--- config.mk ---
export PLATFORM = sky130hd
export DESIGN_NAME = mm_cpu
export DESIGN_NICKNAME = d
export VERILOG_FILES = /design/src/rtl/mm_cpu_pkg.sv /design/src/rtl/mm_alu.sv /design/src/rtl/mm_ctrl.sv /design/src/rtl/mm_cpu.sv
export SDC_FILE = /design/constraint.sdc
export NUM_CORES = 1
export LEC_CHECK = 0
export BUFFER_PORTS_ARGS = -buffer_cell sky130_fd_sc_hd__buf_4
export CORE_MARGIN = 2
export CORE_UTILIZATION = 30
export DETAILED_ROUTE_END_ITERATION = 10
export GPL_ROUTABILITY_DRIVEN = 0
export PLACE_DENSITY = 0.49
export SLEW_MARGIN = 25
export SYNTH_ARGS = -nofsm -noshare
export SYNTH_HDL_FRONTEND = slang
export SYNTH_HIERARCHICAL = 1
export SYNTH_SLANG_ARGS = --single-unit
--- constraint.sdc ---
create_clock -name clk_i -period 6.3 [get_ports clk_i]
set_clock_uncertainty 0.05 [all_clocks]
set_input_delay 0.63 -clock clk_i [delete_from_list [all_inputs] [get_ports clk_i]]
set_output_delay 0.63 -clock clk_i [all_outputs]
set_load 0.02 [all_outputs]
--- src/rtl/mm_cpu_pkg.sv ---
`timescale 1ns/1ps
package mm_cpu_pkg;
  localparam int OPW = 4;

  localparam logic [OPW-1:0] OP_HALT = 4'h0;
  localparam logic [OPW-1:0] OP_JMP  = 4'h1;
  localparam logic [OPW-1:0] OP_ADD  = 4'h2;
  localparam logic [OPW-1:0] OP_SUB  = 4'h3;
  localparam logic [OPW-1:0] OP_SHL  = 4'h4;

  typedef enum logic [2:0] {
    S_FETCH, S_DECODE, S_RD1, S_RD2, S_EXEC, S_WB, S_HALT
  } state_e;

  function automatic logic is_alu(input logic [OPW-1:0] op);
    return (op == OP_ADD) || (op == OP_SUB) || (op == OP_SHL);
  endfunction
endpackage

--- src/rtl/mm_alu.sv ---
`timescale 1ns/1ps
module mm_alu
  import mm_cpu_pkg::*;
#(
  parameter int DW = 16,
  parameter int SW = 4
) (
  input  logic [OPW-1:0] op_i,
  input  logic [DW-1:0]  a_i,
  input  logic [DW-1:0]  b_i,
  output logic [DW-1:0]  y_o
);
  always_comb begin
    unique case (op_i)
      OP_ADD:  y_o = a_i + b_i;
      OP_SUB:  y_o = a_i - b_i;
      OP_SHL:  y_o = a_i << b_i[SW-1:0];
      default: y_o = a_i;
    endcase
  end
endmodule

--- src/rtl/mm_ctrl.sv ---
`timescale 1ns/1ps
module mm_ctrl
  import mm_cpu_pkg::*;
(
  input  logic           clk_i,
  input  logic           rst_ni,
  input  logic [OPW-1:0] op_i,    // opcode seen on read data during decode
  output state_e         state_o
);
  state_e state_q, state_d;

  always_comb begin
    state_d = state_q;
    unique case (state_q)
      S_FETCH:  state_d = S_DECODE;
      S_DECODE: begin
        if (op_i == OP_HALT)   state_d = S_HALT;
        else if (is_alu(op_i)) state_d = S_RD1;
        else                   state_d = S_FETCH;
      end
      S_RD1:    state_d = S_RD2;
      S_RD2:    state_d = S_EXEC;
      S_EXEC:   state_d = S_WB;
      S_WB:     state_d = S_FETCH;
      S_HALT:   state_d = S_HALT;
      default:  state_d = S_FETCH;
    endcase
  end

  always_ff @(posedge clk_i or negedge rst_ni) begin
    if (!rst_ni) state_q <= S_FETCH;
    else         state_q <= state_d;
  end

  assign state_o = state_q;

  // operand reads start only after an arithmetic opcode was decoded
  a_r4_rd1_after_alu_decode: assert property (@(posedge clk_i) disable iff (!rst_ni)
    (state_q == S_RD1) |-> ($past(state_q) == S_DECODE) && is_alu($past(op_i)));
endmodule

--- src/rtl/mm_cpu.sv ---
`timescale 1ns/1ps
module mm_cpu
  import mm_cpu_pkg::*;
#(
  parameter int DW = 16,
  parameter int AW = 8,
  parameter int FW = 4
) (
  input  logic          clk_i,
  input  logic          rst_ni,
  input  logic [DW-1:0] rdata_i,
  output logic [AW-1:0] addr_o,
  output logic          dspace_o,
  output logic          rd_o,
  output logic          wr_o,
  output logic [DW-1:0] wdata_o,
  output logic          halt_o
);
  localparam int S1_HI = 3*FW - 1;
  localparam int S2_HI = 2*FW - 1;
  localparam int AXW   = AW - FW;

  state_e          state;
  logic [AW-1:0]   pc_q;
  logic [DW-1:0]   ir_q, op1_q, res_q, alu_y;
  logic [OPW-1:0]  dec_op, ir_op;
  logic [FW-1:0]   src1, src2, dst;

  assign dec_op = rdata_i[DW-1 -: OPW];
  assign ir_op  = ir_q[DW-1 -: OPW];
  assign src1   = ir_q[S1_HI -: FW];
  assign src2   = ir_q[S2_HI -: FW];
  assign dst    = ir_q[FW-1:0];

  mm_ctrl u_ctrl (
    .clk_i   (clk_i),
    .rst_ni  (rst_ni),
    .op_i    (dec_op),
    .state_o (state)
  );

  mm_alu #(.DW(DW), .SW(FW)) u_alu (
    .op_i (ir_op),
    .a_i  (op1_q),
    .b_i  (rdata_i),
    .y_o  (alu_y)
  );

  always_ff @(posedge clk_i or negedge rst_ni) begin
    if (!rst_ni) begin
      pc_q  <= '0;
      ir_q  <= '0;
      op1_q <= '0;
      res_q <= '0;
    end else begin
      unique case (state)
        S_DECODE: begin
          ir_q <= rdata_i;
          if (dec_op == OP_JMP)
            pc_q <= rdata_i[AW-1:0];
          else if (dec_op != OP_HALT && !is_alu(dec_op))
            pc_q <= pc_q + AW'(1);
        end
        S_RD2:   op1_q <= rdata_i;   // first operand held while second is read
        S_EXEC:  res_q <= alu_y;
        S_WB:    pc_q  <= pc_q + AW'(1);
        default: ;
      endcase
    end
  end

  // shared address bus source select
  always_comb begin
    addr_o   = '0;
    dspace_o = 1'b0;
    rd_o     = 1'b0;
    wr_o     = 1'b0;
    unique case (state)
      S_FETCH: begin addr_o = pc_q; rd_o = 1'b1; end
      S_RD1:   begin addr_o = {{AXW{1'b0}}, src1}; rd_o = 1'b1; dspace_o = 1'b1; end
      S_RD2:   begin addr_o = {{AXW{1'b0}}, src2}; rd_o = 1'b1; dspace_o = 1'b1; end
      S_WB:    begin addr_o = {{AXW{1'b0}}, dst};  wr_o = 1'b1; dspace_o = 1'b1; end
      default: ;
    endcase
  end

  assign wdata_o = res_q;
  assign halt_o  = (state == S_HALT);

  a_r9_strobe_excl: assert property (@(posedge clk_i) disable iff (!rst_ni)
    !(rd_o && wr_o));

  a_r9_write_in_data_space: assert property (@(posedge clk_i) disable iff (!rst_ni)
    wr_o |-> dspace_o && (addr_o[AW-1:FW] == '0));

  a_r4_write_after_reads: assert property (@(posedge clk_i) disable iff (!rst_ni)
    wr_o |-> $past(rd_o, 2) && $past(dspace_o, 2) && !$past(rd_o, 1) && !$past(wr_o, 1));

  a_r5_op1_hold: assert property (@(posedge clk_i) disable iff (!rst_ni)
    (state == S_WB) |-> $stable(op1_q));

  a_r7_halt_sticky: assert property (@(posedge clk_i) disable iff (!rst_ni)
    halt_o |=> halt_o && !rd_o && !wr_o);

  a_r11_pc_step: assert property (@(posedge clk_i) disable iff (!rst_ni)
    (rd_o && !dspace_o && $past(wr_o)) |-> addr_o == $past(pc_q) + AW'(1));

  a_r6_jump_target: assert property (@(posedge clk_i) disable iff (!rst_ni)
    (rd_o && !dspace_o && $past(state == S_DECODE) && $past(dec_op == OP_JMP))
      |-> addr_o == $past(rdata_i[AW-1:0]));
endmodule

# Word-level counts from Yosys, hierarchy flattened

Index checks and enable logic that the tools add are counted.
W data, S select, Z words.

Output and inout bits: 28
Register bits: 59
Input bits: 18
Logic and storage cells: 45

Reductions and logical operators: 11
Shift operators: 1
Equality and inequality tests: 14
Add/subtract/negate cells: 3
Muxes and demuxes: 11

Operators by type and width:

| kind                  | number |
|---|---|
| $pmux W16 S3          | 1 |
| $pmux W8 S4           | 1 |
| $pmux W3 S6           | 1 |
| $add A16 B16 Y16      | 1 |
| $eq A4 B2 Y1 const B  | 4 |
| $mux W8               | 2 |
| $pmux W8 S2           | 1 |
| $shl A16 B4 Y16       | 1 |
| $sub A16 B16 Y16      | 1 |
| $eq A3 B3 Y1 const B  | 3 |
| $add A8 B1 Y8 const B | 1 |
| $eq A4 B3 Y1 const B  | 2 |
| $eq A3 B2 Y1 const B  | 2 |
| $reduce_or A3 Y1      | 2 |
| $eq A4 B1 Y1 const B  | 1 |
| $logic_not A4 Y1      | 1 |
| $reduce_bool A4 Y1    | 1 |
| $eq A3 B1 Y1 const B  | 1 |
| $logic_not A3 Y1      | 1 |
| $mux W1               | 3 |
| $mux W3               | 1 |
| $ne A3 B3 Y1 const B  | 1 |
| $logic_or A1 B1 Y1    | 2 |
| $mux W2               | 1 |
| other kinds (4)       | 4 |

# Longest topological paths before layout

Gate-level depths: netlist of the first run.

Word-level depth: 8
Gate-level depth with buffers: 17
Mapped depth without buffers: 14

# Modules after synthesis

Netlist of the first run, hierarchy kept.

Modules (own cells, without submodules):

| module  | seq. area each (um2) | times used | cells each | area an instance (um2) |
|---|---|---|---|---|
| mm_cpu  | 1401.3               | 1          | 192        | 2522.4 |
| mm_alu  | 0.0                  | 1          | 270        | 1904.3 |
| mm_ctrl | 75.1                 | 1          | 11         | 142.6 |

# Least setup slack after synthesis of the first run

OpenSTA, ideal clock, no wires.

Path kind: in2reg
Start point: input port rdata_i[1]
End point: register res_q[10], in the netlist wdata_o[10]
Path buffers: 2
Stages on the path: 14
Slack: 2800 ps
Arrival: 3325 ps
Required time: 6125 ps
Cells stage by stage: buf_2 -> buf_2 -> inv_1 -> ha_1 -> nand3_1 -> o31ai_1 -> xor2_1 -> ha_1 -> a21oi_1 -> a21boi_0 -> a2111oi_4 -> xnor2_1 -> a21o_1 -> mux2_2

Word-level cells in the longest chain between the ends: 2
Elaborated cells on any way between the ends: 4
Those cells by class: add/sub (2); shift (1); mux (1)

RTL lines:

| element                                        | line         | source |
|---|---|---|
| start: declaration                             | mm_cpu.sv:11 | `input logic [DW-1:0] rdata_i,` |
| $sub A16 B16 Y16, or another cell as far along | mm_alu.sv:16 | `OP_SUB: y_o = a_i - b_i;` |
| $pmux W16 S3 (*)                               | mm_alu.sv:14 | `unique case (op_i)` |
| named net alu_y[10]                            | mm_cpu.sv:25 | `logic [DW-1:0] ir_q, op1_q, res_q, alu_y;` |
| end signal: assignment                         | mm_cpu.sv:65 | `S_EXEC: res_q <= alu_y;` |
| end: declaration                               | mm_cpu.sv:25 |  |

Mark *: on every way through the listed nets, which the timed path passes. The rest lies on a longest branch.
A chain may end at the register's enable or synchronous reset.

# Worst setup path in the final report of the first run

Start point: register ir_q[13]
End point: register res_q[10], in the netlist wdata_o[10]

Word-level cells in the longest chain between the ends: 2
Elaborated cells on any way between the ends: 4
Those cells by class: eq/ne (3); mux (1)

RTL lines:

| element                                             | line         | source |
|---|---|---|
| start: declaration                                  | mm_cpu.sv:25 |  |
| start signal: assignment                            | mm_cpu.sv:58 | `ir_q <= rdata_i;` |
| $eq A4 B3 Y1 / $eq A4 B2 Y1 (equally long branches) | mm_alu.sv:14 |  |
| $pmux W16 S3 (*)                                    | mm_alu.sv:14 |  |
| named net alu_y[10]                                 | mm_cpu.sv:25 |  |

Marked as above.

==> results of run 1 <==
==> through the flow <==
stage / std cells / hold slack [ps]
floorplan: 473 / 284
global placement: 683 / 440
detailed placement: 683 / 449
CTS: 698 / 347
global route: 698 / 393
finish: 698 / 311
==> power groups by stage <==
| stage | combinational [mW] | sequential (mW) | clock [mW] |
|---|---|---|---|
| after global placement | 1.77 | 0.833 | 0 |
| final | 1.81 | 0.832 | 0.514 |
| after floorplan | 1.30 | 0.787 | 0 |
| after detailed placement | 1.79 | 0.838 | 0 |
| after global routing | 1.98 | 0.867 | 0.544 |
| after CTS | 1.80 | 0.831 | 0.526 |
==> metal layers <==
metal	track usage, %	vias up	wire (um)
li1	-	1834	-
met1	24.4	1841	6420
met2	25.8	124	5880
met3	3.43	18	767
met4	5.24	0	276
met5	0	-	0
==> cell usage in the layout, fill, tap and decap left out, drive strengths merged, types with 3 or more instances in the layout <==
| cell | synthesis | final |
|---|---|---|
| dfrtp | 59 | 59 |
| ha | 18 | 18 |
| o21bai | 5 | 5 |
| xor2 | 8 | 8 |
| o22ai | 4 | 4 |
| mux4 | 3 | 3 |
| and2 | 6 | 6 |
| mux2i | 23 | 23 |
| nor3b | 3 | 3 |
| nor2b | 7 | 7 |
| a21oi | 24 | 24 |
| clkbuf | 15 | 11 |
| inv | 13 | 13 |
| nand2b | 7 | 7 |
| a2bb2oi | 5 | 5 |
| a22oi | 6 | 6 |
| nand2 | 42 | 42 |
| nor3 | 4 | 4 |
| o21ai | 26 | 26 |
| buf | 11 | 48 |
| a31oi | 6 | 6 |
| nor2 | 25 | 25 |
| nand3 | 10 | 10 |
| o211ai | 3 | 3 |
| a22o | 6 | 6 |
| mux2 | 55 | 55 |
| xnor2 | 18 | 18 |
| nand4 | 7 | 7 |
| and3b | 3 | 3 |
| nor4 | 5 | 5 |
| nand3b | 3 | 3 |
| a21o | 4 | 4 |
| o221ai | 5 | 5 |
| a21boi | 3 | 3 |
==> cell type report <==
| class | instances | share of cell area [%] |
|---|---|---|
| Sequential cell | 59 | 27.6 |
| Clock buffer | 11 | 4.72 |
| Clock inverter | 4 | 0.935 |
| Multi-Input combinational cell | 375 | 54.7 |
| Tap cell | 188 | 4.40 |
| Timing Repair Buffer | 48 | 6.73 |
| Inverter | 13 | 0.912 |
==> cell families (layout without fill, tap and decap cells) <==
kind of cell | Yosys count | after routing | synth area share, %
AO/OA/AOI/OAI | 118 | 118 | 18.2
XOR/XNOR | 26 | 26 | 4.98
adder cells (fa/ha/maj) | 19 | 19 | 5.37
buffers and inverters | 39 | 76 | 3.75
flip-flops | 59 | 59 | 32.3
multiplexers | 81 | 81 | 20.1
AND/OR/NAND/NOR | 131 | 131 | 15.4
==> worst max path at each step <==
stage          startpoint     endpoint  slack, ps  cells after the start
2_1_floorplan  rdata_i[1]  wdata_o[10]       2800                     14
3_3_place_gp   rdata_i[2]  wdata_o[12]       2370                     12
3_5_place_dp   rdata_i[0]  wdata_o[12]       2430                     12
4_1_cts          ir_q[15]  wdata_o[10]       2490                     12
5_1_grt          ir_q[15]  wdata_o[10]       2270                     12
6_report         ir_q[13]  wdata_o[10]       2490                     12
==> sequential cells by signal (all words and copies together) (netlist names) <==
signal and flops:
ir_q 16, op1_q 16, pc_q 8, u_ctrl/state_o 3, wdata_o 16
==> results, run 1 <==
- The max-capacitance violation count is 0.
- The number of cell rows is 45.
- Walking the worst path, the cells encountered are nor3b_2 > and2_1 > nor2_1 > xnor2_1 > ha_1 > nor2b_1 > o2111ai_1 > a21boi_1 > a2111oi_4 > xnor2_1 > a21o_1 > mux2_2.
- Once the clock tree was built, the resizer swapped 0 gates to a different size.
- Across all layers, the routed design uses 3,817 vias.
- The critical register-to-register path endpoint is wdata_o[10].
- For this run, the post-layout net count is 543.
- The maximum number of pins on one net before global-route repair is 60.
- The setup slack at placement is 2430 ps.
- The number of warnings reported in the yosys synthesis log is 6.
- After synthesis, the share of flip-flops with an asynchronous set or reset is 100%.
- The initial antenna violation count is 0.
- The register-to-register setup slack is 2490 ps.
- The clock transition at the register clock pins on the worst setup and hold paths after CTS is 70 ps.
- For this design the total switching power over the nets is 1.40 mW.
- The kind of start point of the critical path is a flop.
- Dividing the synthesized area by the synthesized cell count gives 9.66 um^2.
- After clock tree synthesis, the setup repair step added 0 buffers.
- The internal power consumption is 1.75 mW.
- The die covers 0.0162 mm^2.
- Dividing the detail-routed wire length by the instance count gives 19.1 um.
- The critical path data arrival time is 3980 ps.
- The combinational cell fraction of total power is 57.3%.
- Summing all flip-flop and latch instances after layout gives 0.00148 mm^2.
- The finished cells cover 0.00535 mm^2.
- The number of vias per cell is 5.47.
- The initial core utilization is 30.4%.
- The cell area after placement is 0.00504 mm^2.
- The tightest slew margin relative to the limit is 47.7%.
- Net switching is 44.3% of the power.
- For this run, the top clock speed supported by timing is 0.262 GHz.
- The cell depth of the worst flop-to-flop path is 12.
- The worst path needs 3810 ps of the cycle, external delays included.
- Synthesis instantiated 66 different standard cells from the library.
- The fraction of power consumed by sequential logic is 26.4%.
- The share of the synthesized area in the top cell type is 32.3%.
- The number of sinks on the clock net is 59.
- By area the synthesized netlist is led by sky130_fd_sc_hd__dfrtp_1 32%, sky130_fd_sc_hd__mux2_2 14%, sky130_fd_sc_hd__mux2i_1 5.0%, sky130_fd_sc_hd__ha_1 4.9%, sky130_fd_sc_hd__nand2_1 3.5%.
- At the later pin of the worst-skew pair, clock insertion delay measures 340 ps.
- The number of pins with negative max-slew slack in the final report is 0.
- The region available for standard cell placement spans 0.0150 mm^2.
- The source of the worst register-to-register timing path is ir_q[13].
- The number of inserted filler cells in the final layout is 1,514.
- The main flop type after synthesis is sky130_fd_sc_hd__dfrtp_1.
- The CTS tree is done.
- The wire length of the first global-routing pass is 21.5 mm.
- The fraction of final layout cells with drive strength greater than 1 is 25.9%.
- At the pin with the least slew margin, the transition time is 785 ps.
- The depth of the CTS H-tree is 3.
- The post-detailed-routing wire length is 13.3 mm.
- For this design the ratio of total power to cell area is 589 mW/mm^2.
- VDD sags by at most 0.313 mV.
- The detail route stage leaves a number of antenna-violating nets equal to 0.
- In this design, the critical path's most frequently occurring cell is sky130_fd_sc_hd__xnor2_1.
- Counting every instance in the synthesized netlist gives 473.
- The family of cells with the greatest summed delay on the critical path is simple AND/OR/NAND/NOR gates.
- For this run, design rule violations remaining after detail routing come to 0.
- Setup repair after global routing left no endpoint under its margin.
- The TritonCTS buffer count is 9.
- The die is 127 um wide.
- The iteration count of the initial detailed-routing pass is 4.
- The run finished with clean final reports.
- The synthesis-to-finish area growth is 17.1%.
- The number of port buffers is 45.
- The leakage power figure is 2.27 nW.
- In the global route stage, overall resource usage came out at 17.0%.
- Counting every net in the synthesized netlist gives 510.
- The proportion of synthesized chip area in sequential cells is 32.3%.
- The total area of multi-input combinational cells is 0.00293 mm^2.
- The synthesized netlist occupies a cell area of 0.00457 mm^2.
- The wire-length estimate of the detail-placed layout is 9.64 mm.
- The clock network fraction of total power is 16.3%.
- The final worst-path setup slack is 2490 ps.
- The clock passes through at most 2 buffers.
- The largest stage delay on the critical path is 540 ps.
- The critical path in this run is classified as reg2reg.
- The remaining global-route overflow is 0.
- Among all stages on the critical path, the largest delay is contributed by sky130_fd_sc_hd__nor3b_2.
- By count the netlist is led by 59 x sky130_fd_sc_hd__dfrtp_1, 55 x sky130_fd_sc_hd__mux2_2, 42 x sky130_fd_sc_hd__nand2_1.
- Yosys instantiated no cell more often than sky130_fd_sc_hd__dfrtp_1.
- The number of primary I/O pins is 46.
- Setup violations remaining at the end of the flow were counted as 0.
- The tightest min-delay check is of the in2async type.
- STA classifies the critical path endpoint as a flop.
- The post-cts hold buffer count is 0.
- The final setup TNS is 0 ps.
- The number of enable-type register cells in the synthesized netlist is 0.
- After layout, the worst path uses 60.5% of the clock period.
- The total chip power is 3.15 mW.
- Of all cell types, the one taking the most synthesized area is sky130_fd_sc_hd__dfrtp_1.
- The count of inserted antenna diode cells is 0.
- The die is 127 um tall.
- CTS placed an instance of sky130_fd_sc_hd__clkbuf_16 at the clock tree root.
- The via count of the first global-routing pass is 3,814.
- The detailed router's first-iteration violation count is 292.
- The number of hold violations in the final report is 0.
- The flip-flop and latch count after synthesis is 59.
- Of all nets on the critical path, the largest fanout is 10.
- Once layout is complete, the utilization of the core stands at 35.6%.
- STA puts the critical path data required time at 6470 ps.
- The buffer and inverter count on the worst path is 0.
Power figures use the tool's default switching activity.
==> run 2: changes to the inputs <==
--- a/config.mk
+++ b/config.mk
@@ -5,12 +5,13 @@
 export SDC_FILE = /design/constraint.sdc
 export NUM_CORES = 1
 export LEC_CHECK = 0
+export ABC_AREA = 1
 export BUFFER_PORTS_ARGS = -buffer_cell sky130_fd_sc_hd__buf_4
 export CORE_MARGIN = 2
 export CORE_UTILIZATION = 30
 export DETAILED_ROUTE_END_ITERATION = 10
 export GPL_ROUTABILITY_DRIVEN = 0
-export PLACE_DENSITY = 0.49
+export PLACE_DENSITY = 0.51
 export SLEW_MARGIN = 25
 export SYNTH_ARGS = -nofsm -noshare
 export SYNTH_HDL_FRONTEND = slang
==> constraint.sdc (replaced) <==
create_clock -name clk_i -period 3.2 [get_ports clk_i]
set_clock_uncertainty 0.05 [all_clocks]
set_input_delay 0.32 -clock clk_i [delete_from_list [all_inputs] [get_ports clk_i]]
set_output_delay 0.32 -clock clk_i [all_outputs]
set_load 0.02 [all_outputs]
==> run 2 against run 1 <==
  * The flow now finishes with violations (hold timing)
  * Synthesized area is 5.4% higher
  * Combinational power is 86% lower
  * Setup slack worse by 2100 ps
  * Global-route usage is 1.7 points higher
  * Critical endpoint is now wdata_o[14]
==> results, run 2 <==
- The detailed router's first-iteration violation count is 312 (+6.8%).
- The flip-flop and latch count after synthesis is 59 (unchanged).
- The remaining global-route overflow was 0 (unchanged).
- The worst setup path is captured at a flop.
- The leakage power figure came to 2.94 nW (+30%).
- The number of cell rows came to 46 (+2.2%).
- The final setup TNS was 0 ps (unchanged).
- The post-layout net count is 814 (+50%).
- The synthesized design spends more area on one cell type than any other, namely sky130_fd_sc_hd__dfrtp_1.
- In the synthesized netlist, the cells that appear most often are 253 x sky130_fd_sc_hd__nand2_1, 82 x sky130_fd_sc_hd__inv_1, 59 x sky130_fd_sc_hd__dfrtp_1.
- The depth of the CTS H-tree is 3 (unchanged).
- Compared with the post-synthesis result, the final layout area differs by 17.9%.
- The top cell types in the final layout, fill and taps aside, are 253 x sky130_fd_sc_hd__nand2_1, 82 x sky130_fd_sc_hd__inv_1, 59 x sky130_fd_sc_hd__dfrtp_1.
- The number of hold violations in the final report came to 14 (+14).
- The most common cell after layout, fill and taps aside is sky130_fd_sc_hd__nand2_1.
- The class of the tightest hold or removal check is in2async.
- The residual DRC count is 0 (unchanged).
- The die area is 0.0171 mm^2 (+5.2%).
- The total track usage was 18.7% (+1.7 points).
- The vertical extent of the die came to 131 um (+2.6%).
- The clock transition at the register clock pins on the worst setup and hold paths after CTS is 60 ps (about the same).
- The number of routed nets with antenna violations is 0 (unchanged).
- The wire length of the first global-routing pass is 24.2 mm (+12%).
- The peak fanout along the critical path was 13 (+3).
- The cell at the root of the clock tree is sky130_fd_sc_hd__clkbuf_16.
- The clock latency on the worst-skew pair is 350 ps (about the same).
- The number of port buffers is 45 (unchanged).
- The adder-cell share of the synthesized area is 5.09% (-0.27 points).
- Setup repair after global routing left no endpoint under its margin.
- The proportion of synthesized chip area in sequential cells came to 30.7% (-1.7 points).
- The net switching power is 0.566 mW (-59%).
- The via count is 4,705 (+23%).
- The TritonCTS buffer count is 9 (unchanged).
- The wire length per cell is 14.8 um (-22%).
- The number of warnings reported in the yosys synthesis log was 6 (unchanged).
- The maximum count of clock buffers along a single path is 2 (unchanged).
- The die span in x is 131 um (+2.6%).
- By area, the combinational part of the netlist is dominated by simple AND/OR/NAND/NOR gates.
- The fraction of power spent switching nets was 28.2% (-16 points).
- The number of failing setup endpoints in the final timing report came to 0 (unchanged).
- The power per cell area is 353 mW/mm^2 (-40%).
- The initial core utilization came to 30.5% (+0.14 points).
- The post-detailed-routing wire length is 14.8 mm (+11%).
- The fraction of final layout cells with drive strength greater than 1 is 14.8% (-11 points).
- The final critical path time including I/O delays and setup is 2850 ps (-965 ps).
- The number of sinks on the clock net is 59 (unchanged).
- The main flop type after synthesis is sky130_fd_sc_hd__dfrtp_1.
- The count of inserted antenna diode cells is 0 (unchanged).
- The required time of the critical path is 3380 ps (-3090 ps).
- The slew at the pin closest to its max-slew limit is 783 ps (-1.45 ps).
- The CTS tree is done.
- The worst hold slack came to -6.06 ps (-317 ps).
- The number of enable-type register cells in the synthesized netlist came to 0 (unchanged).
- The via count of the first global-routing pass is 4,429 (+16%).
- The critical path data arrival time is 3030 ps (-950 ps).
- The maximum vdd drop came to 0.250 mV (-20%).
- Ranked by total cell area, the synthesized netlist is headed by sky130_fd_sc_hd__dfrtp_1 31%, sky130_fd_sc_hd__nand2_1 20%, sky130_fd_sc_hd__inv_1 6.4%, sky130_fd_sc_hd__nand3_1 5.4%, sky130_fd_sc_hd__o21ai_0 5.3%.
- The clock network fraction of total power is 50.1% (+34 points).
- The portion of the clock cycle consumed by the worst path in the final layout came to 89.0% (+28 points).
- The kind of start point of the critical path is a flop.
- The gate count after technology mapping is 732 (+55%).
- The number of vias per cell is 4.71 (-14%).
- The average instance area after synthesis is 6.58 um^2 (-32%).
- The multiplexer share of the synthesized area is 4.52% (-16 points).
- The post-CTS setup-driven buffer insertion count is 0 (unchanged).
- The run finished, with violations left.
- The library cell with the highest instance count after synthesis is sky130_fd_sc_hd__nand2_1.
- The max-capacitance violation count is 0 (unchanged).
- The checks that failed: hold timing.
- The fraction of power consumed by sequential logic is 37.3% (+11 points).
- The iteration count of the initial detailed-routing pass is 5 (+1).
- The maximum clock frequency is 0.351 GHz (+34%).
- The mapped cell area is 0.00482 mm^2 (+5.4%).
- The number of nets in the synthesized netlist came to 769 (+51%).
- The share of the synthesized area in the top cell type came to 30.7% (-1.7 points).
- The HPWL after detailed placement is 11.4 mm (+18%).
- The number of primary I/O pins came to 46 (unchanged).
- The tightest slew margin relative to the limit was 47.8% (+0.097 points).
- The xor/xnor cell area share of the yosys netlist is 2.55% (-2.4 points).
- The synthesized-area fraction occupied by ao, oa, aoi and oai cells was 13.5% (-4.6 points).
- The number of cells upsized or downsized after cts was 0 (unchanged).
- The placeable core region was 0.0158 mm^2 (+4.9%).
- The basic-gate share of the synthesized area counting and, or, nand and nor cells is 33.8% (+18 points).
- The post-cts hold buffer count was 0 (unchanged).
- The fraction of registers with async set/reset is 100% (unchanged).
- The critical setup path kind is reg2reg.
- The combinational cell fraction of total power came to 12.6% (-45 points).
- The maximum number of pins on one net before global-route repair is 60 (unchanged).
- The number of library cell types mapped by synthesis is 40 (-39%).
- The initial antenna violation count is 0 (unchanged).
- The number of pins with negative max-slew slack in the final report is 0 (unchanged).
- The internal power consumption came to 1.44 mW (-18%).
-- run 2: routing by layer --
layer | GRT usage (%) | part of all wire [%] | vias to the layer above
li1 | - | - | 2459
met1 | 25.3 | 48 | 2088
met2 | 29.6 | 45 | 140
met3 | 4.40 | 5.0 | 18
met4 | 5.82 | 1.6 | 0
met5 | 0 | 0 | -
-- run 2: cell type report --
type,count,area [um^2]
fillers,1753,10100
multi-input cells,556,2860
repair buffers,53,398
flip-flops and latches,59,1480
inverters,98,368
clock inverters,7,76.3
well taps,216,270
clock buffers,9,225
-- run 2: cells by family (layout without fill, tap and decap cells) --
kind of cell / count (synthesis) / count (layout)
AO/OA/AOI/OAI: 120 / 120
XOR/XNOR: 14 / 14
adder cells (fa/ha/maj): 19 / 19
buffers and inverters: 117 / 167
flip-flops: 59 / 59
multiplexers: 16 / 16
AND/OR/NAND/NOR: 387 / 387
-- run 2: path summary, 6_finish.rpt --
kind,from,endpoint,slack [ps],cells past startpoint
min in group clk_i,rdata_i[5],ir_q[5],230,3
worst min register to register,ir_q[5],ir_q[5],440,2
worst max-delay path,ir_q[14],wdata_o[14],350,17
max in group asynchronous,rst_ni,ir_q[4],2570,1
worst min-delay path,rst_ni,wdata_o[7],-6,1
worst max register to register,ir_q[14],wdata_o[14],350,17
-- run 2: power by group through the flow --
stage          clock [mW]  sequential, mW  combinational [mW]
2_1_floorplan           0           0.763               0.157
3_3_place_gp            0           0.761               0.253
3_5_place_dp            0           0.761               0.252
4_1_cts              1.03           0.748               0.253
5_1_grt              1.07           0.747               0.288
6_report             1.00           0.748               0.253
-- run 2: stage by stage --
stage / utilization (%) / setup WS, ps / cells / area (um^2) / total power, mW
after floorplan: - / 457 / 732 / 4820 / 0.920
after global placement: 34.1 / 251 / 982 / 5380 / 1.01
after detailed placement: 34.1 / 187 / 982 / 5380 / 1.01
after CTS: 36.0 / 332 / 998 / 5680 / 2.04
after global routing: 36.0 / 34.3 / 998 / 5680 / 2.11
final: 36.0 / 352 / 998 / 5680 / 2.00
-- run 2: critical path: stages (launching register included) --
cell and delay [ps]:
sky130_fd_sc_hd__dfrtp_1 410, sky130_fd_sc_hd__inv_2 80, sky130_fd_sc_hd__nand4_1 80, sky130_fd_sc_hd__buf_4 190
sky130_fd_sc_hd__inv_2 130, sky130_fd_sc_hd__o21ai_0 170, sky130_fd_sc_hd__fa_1 440, sky130_fd_sc_hd__inv_1 90
sky130_fd_sc_hd__nand3_1 70, sky130_fd_sc_hd__nand2_1 140, sky130_fd_sc_hd__nand2_1 80, sky130_fd_sc_hd__nand2_1 130
sky130_fd_sc_hd__nand3_1 130, sky130_fd_sc_hd__nand2_1 90, sky130_fd_sc_hd__nand2_1 50, sky130_fd_sc_hd__nand3_1 60
sky130_fd_sc_hd__nand2_1 70, sky130_fd_sc_hd__mux2_4 270
==> run 3: changes to the inputs <==
--- a/config.mk
+++ b/config.mk
@@ -11,7 +11,7 @@
 export CORE_UTILIZATION = 30
 export DETAILED_ROUTE_END_ITERATION = 10
 export GPL_ROUTABILITY_DRIVEN = 0
-export PLACE_DENSITY = 0.51
+export PLACE_DENSITY = 0.49
 export SLEW_MARGIN = 25
 export SYNTH_ARGS = -nofsm -noshare
 export SYNTH_HDL_FRONTEND = slang
==> constraint.sdc (replaced) <==
create_clock -name clk_i -period 2.7 [get_ports clk_i]
set_clock_uncertainty 0.05 [all_clocks]
set_input_delay 0.675 -clock clk_i [delete_from_list [all_inputs] [get_ports clk_i]]
set_output_delay 0.675 -clock clk_i [all_outputs]
set_load 0.02 [all_outputs]
==> run 3 against run 2 <==
  * Clock power up 19%
  * Combinational power grew 74%
  * Register-to-register slack got worse by 380 ps
  * Highest routed layer unchanged
  * Non-clock buffer count increased by 67
  * The flow finishes with violations (setup timing)
  * Final cell count grew 6.6%
  * Worst hold slack gained 360 ps
==> results, run 3 (synthesized netlist as in run 2, its figures left out) <==
- The TritonCTS buffer count came to 9 (unchanged).
- The number of failing setup endpoints in the final timing report is 5 (+5).
- The die area came to 0.0171 mm^2 (unchanged).
- The final setup TNS is -358 ps (-358 ps).
- The critical path data arrival time is 3020 ps (about the same).
- The maximum number of pins on one net before global-route repair came to 60 (unchanged).
- The initial core utilization is 30.5% (unchanged).
- The wire length of the first global-routing pass is 25.3 mm (+4.4%).
- The worst path uses 106% of the clock period.
- The number of hold violations in the final report came to 0 (-14).
- The critical register-to-register path endpoint is wdata_o[15].
- The final reports fail on setup timing.
- The kind of start point of the critical path is an input port.
- The die span in x was 131 um (unchanged).
- The number of routed nets with antenna violations is 0 (unchanged).
- The category of the worst setup path capture point is a flop.
- Walking the worst path, the cells encountered are buf_12 > inv_16 > ha_4 > nand3_4 > nor2_4 > nand4_1 > o21ai_2 > xor2_1 > ha_1 > a21oi_2 > nand2_2 > nand2_1 > nand2_1 > a21oi_2 > nand3_1 > nand3_1 > nand2_1 > mux2_4.
- Setup repair after global routing could not meet its margin everywhere.
- The maximum vdd drop is 0.350 mV (+40%).
- The max-capacitance violation count is 0 (unchanged).
- The clock latency on the worst-skew pair is 340 ps (about the same).
- The worst hold path belongs to the class in2async.
- The slew at the pin closest to its max-slew limit is 798 ps (+14.3 ps).
- The register-to-register setup slack is -30 ps (-380 ps).
- The largest stage delay on the critical path came to 310 ps (-130 ps).
- The final worst-path setup slack is -152 ps (-504 ps).
- The required time of the critical path is 2870 ps (-510 ps).
- TritonCTS built the clock tree.
- The post-layout net count is 881 (+8.2%).
- The detailed router's first-iteration violation count is 326 (+4.5%).
- The placeable core region is 0.0158 mm^2 (unchanged).
- The number of primary I/O pins is 46 (unchanged).
- Static timing analysis puts the maximum clock frequency at 0.351 GHz.
- The cell at the root of the clock tree is sky130_fd_sc_hd__clkbuf_16.
- The power per cell area was 383 mW/mm^2 (+8.6%).
- The leakage power figure is 3.33 nW (+13%).
- The startpoint identified for the worst register-to-register timing path is ir_q[14].
- The initial antenna violation count is 0 (unchanged).
- The slowest stage of the critical path is the sky130_fd_sc_hd__ha_1 cell.
- The cell depth of the worst flop-to-flop path is 17 (unchanged).
- The maximum count of clock buffers along a single path was 2 (unchanged).
- The tightest slew margin relative to the limit is 46.8% (-0.95 points).
- The wire length per cell is 14.9 um (+0.64%).
- The HPWL after detailed placement is 12.0 mm (+4.9%).
- The count of inserted antenna diode cells is 0 (unchanged).
- The via count came to 5,129 (+9.0%).
- The remaining global-route overflow is 0 (unchanged).
- The depth of the CTS H-tree was 3 (unchanged).
- The via count of the first global-routing pass was 4,866 (+9.9%).
- The residual DRC count was 0 (unchanged).
- The number of port buffers was 45 (unchanged).
- The number of sinks on the clock net is 59 (unchanged).
- Leaving out fill and tap cells, the most frequent cell in the layout is sky130_fd_sc_hd__nand2_1.
- The total track usage was 19.2% (+0.54 points).
- The number of vias per cell is 4.82 (+2.2%).
- The iteration count of the initial detailed-routing pass was 8 (+3).
- The critical setup path kind is in2reg.
- The endpoint of the most critical setup path is wdata_o[15].
- The number of cell rows is 46 (unchanged).
- The number of pins with negative max-slew slack in the final report is 0 (unchanged).
- Tracing the worst setup path back leads to its startpoint at rdata_i[1].
- The setup slack at placement is -559 ps (-746 ps).
- The clock transition at the register clock pins on the worst setup and hold paths after CTS is 60 ps (about the same).
- For the finished layout, the period the worst path requires is 2850 ps.
- The run finished, with violations left.
- The most frequent cell on the critical path is sky130_fd_sc_hd__nand2_1.
- The fraction of final layout cells with drive strength greater than 1 is 27.4% (+13 points).
- The peak fanout along the critical path is 4 (-9).
- The vertical extent of the die was 131 um (unchanged).
- The post-detailed-routing wire length is 15.9 mm (+7.3%).
- In the layout the commonest cells are 237 x sky130_fd_sc_hd__nand2_1, 115 x sky130_fd_sc_hd__buf_4, 81 x sky130_fd_sc_hd__inv_1.
- Compared with the post-synthesis result, the final layout area differs by 36.2%.
-- run 3: changes by cell type in the layout (fill, tap and decap cells not counted), sizes merged --
cell / delta
clkinv: -1
buf: +67
clkbuf: +2
inv: -2
-- run 3: power breakdown --
part | switching (mW) | internal (mW)
Combinational | 0.250 | 0.190
Sequential | 0.000593 | 0.886
Clock | 0.431 | 0.757
Total | 0.682 | 1.83
-- run 3: area by class of cell --
cell class	count	area (um^2)
Clock inverter	4	50.0
Clock buffer	11	253
Tap cell	216	270
Fill cell	1643	9210
Sequential cell	59	1480
Inverter	98	402
Timing Repair Buffer	120	937
Multi-Input combinational cell	556	3170
-- run 3: worst min-delay path by stage --
| stage | startpoint | to | slack [ps] | cells past startpoint |
|---|---|---|---|---|
| after floorplan | rst_ni | ir_q[0] | 330 | 0 |
| after global placement | ir_q[6] | ir_q[6] | 420 | 2 |
| after detailed placement | ir_q[9] | ir_q[9] | 430 | 2 |
| after CTS | rst_ni | wdata_o[6] | 390 | 1 |
| after global routing | rst_ni | wdata_o[7] | 420 | 1 |
| final | rst_ni | wdata_o[6] | 360 | 1 |
-- run 3: worst max-delay path: cells and delay by family --
family / cells / cell delay (ps)
buf+inv: 2 / 160
xor+xnor: 1 / 170
compound gates: 3 / 480
fa+ha+maj: 2 / 440
mux: 1 / 260
simple gates: 9 / 840
-- run 3: what timing repair did --
| item | 4_1_cts | 5_1_grt |
|---|---|---|
| endpoints found under the setup margin | 10 | 12 |
| setup buffers | 5 | 4 |
| gates resized for setup | 22 | 41 |
| hold buffers | 0 | 0 |
| pin swaps | 20 | 13 |
-- run 3: metrics by stage --
step | std cells | util, % | total power [mW] | instance area, um^2 | hold slack [ps]
after floorplan | 732 | - | 1.10 | 4920 | 329
after global placement | 1040 | 37.4 | 1.27 | 5900 | 421
after detailed placement | 1040 | 37.4 | 1.27 | 5900 | 430
after CTS | 1060 | 40.2 | 2.50 | 6350 | 391
after global routing | 1064 | 41.6 | 2.63 | 6560 | 415
final | 1064 | 41.6 | 2.52 | 6560 | 356
-- run 3: routing by layer --
layer	routed length [um]	vias to the layer above	part of all wire [%]	GRT usage, %
met3	874	16	5.5	4.60
met5	0	-	0	0
li1	-	2582	-	-
met4	167	0	1.1	3.82
met2	7540	142	48	32.4
met1	7290	2389	46	25.2
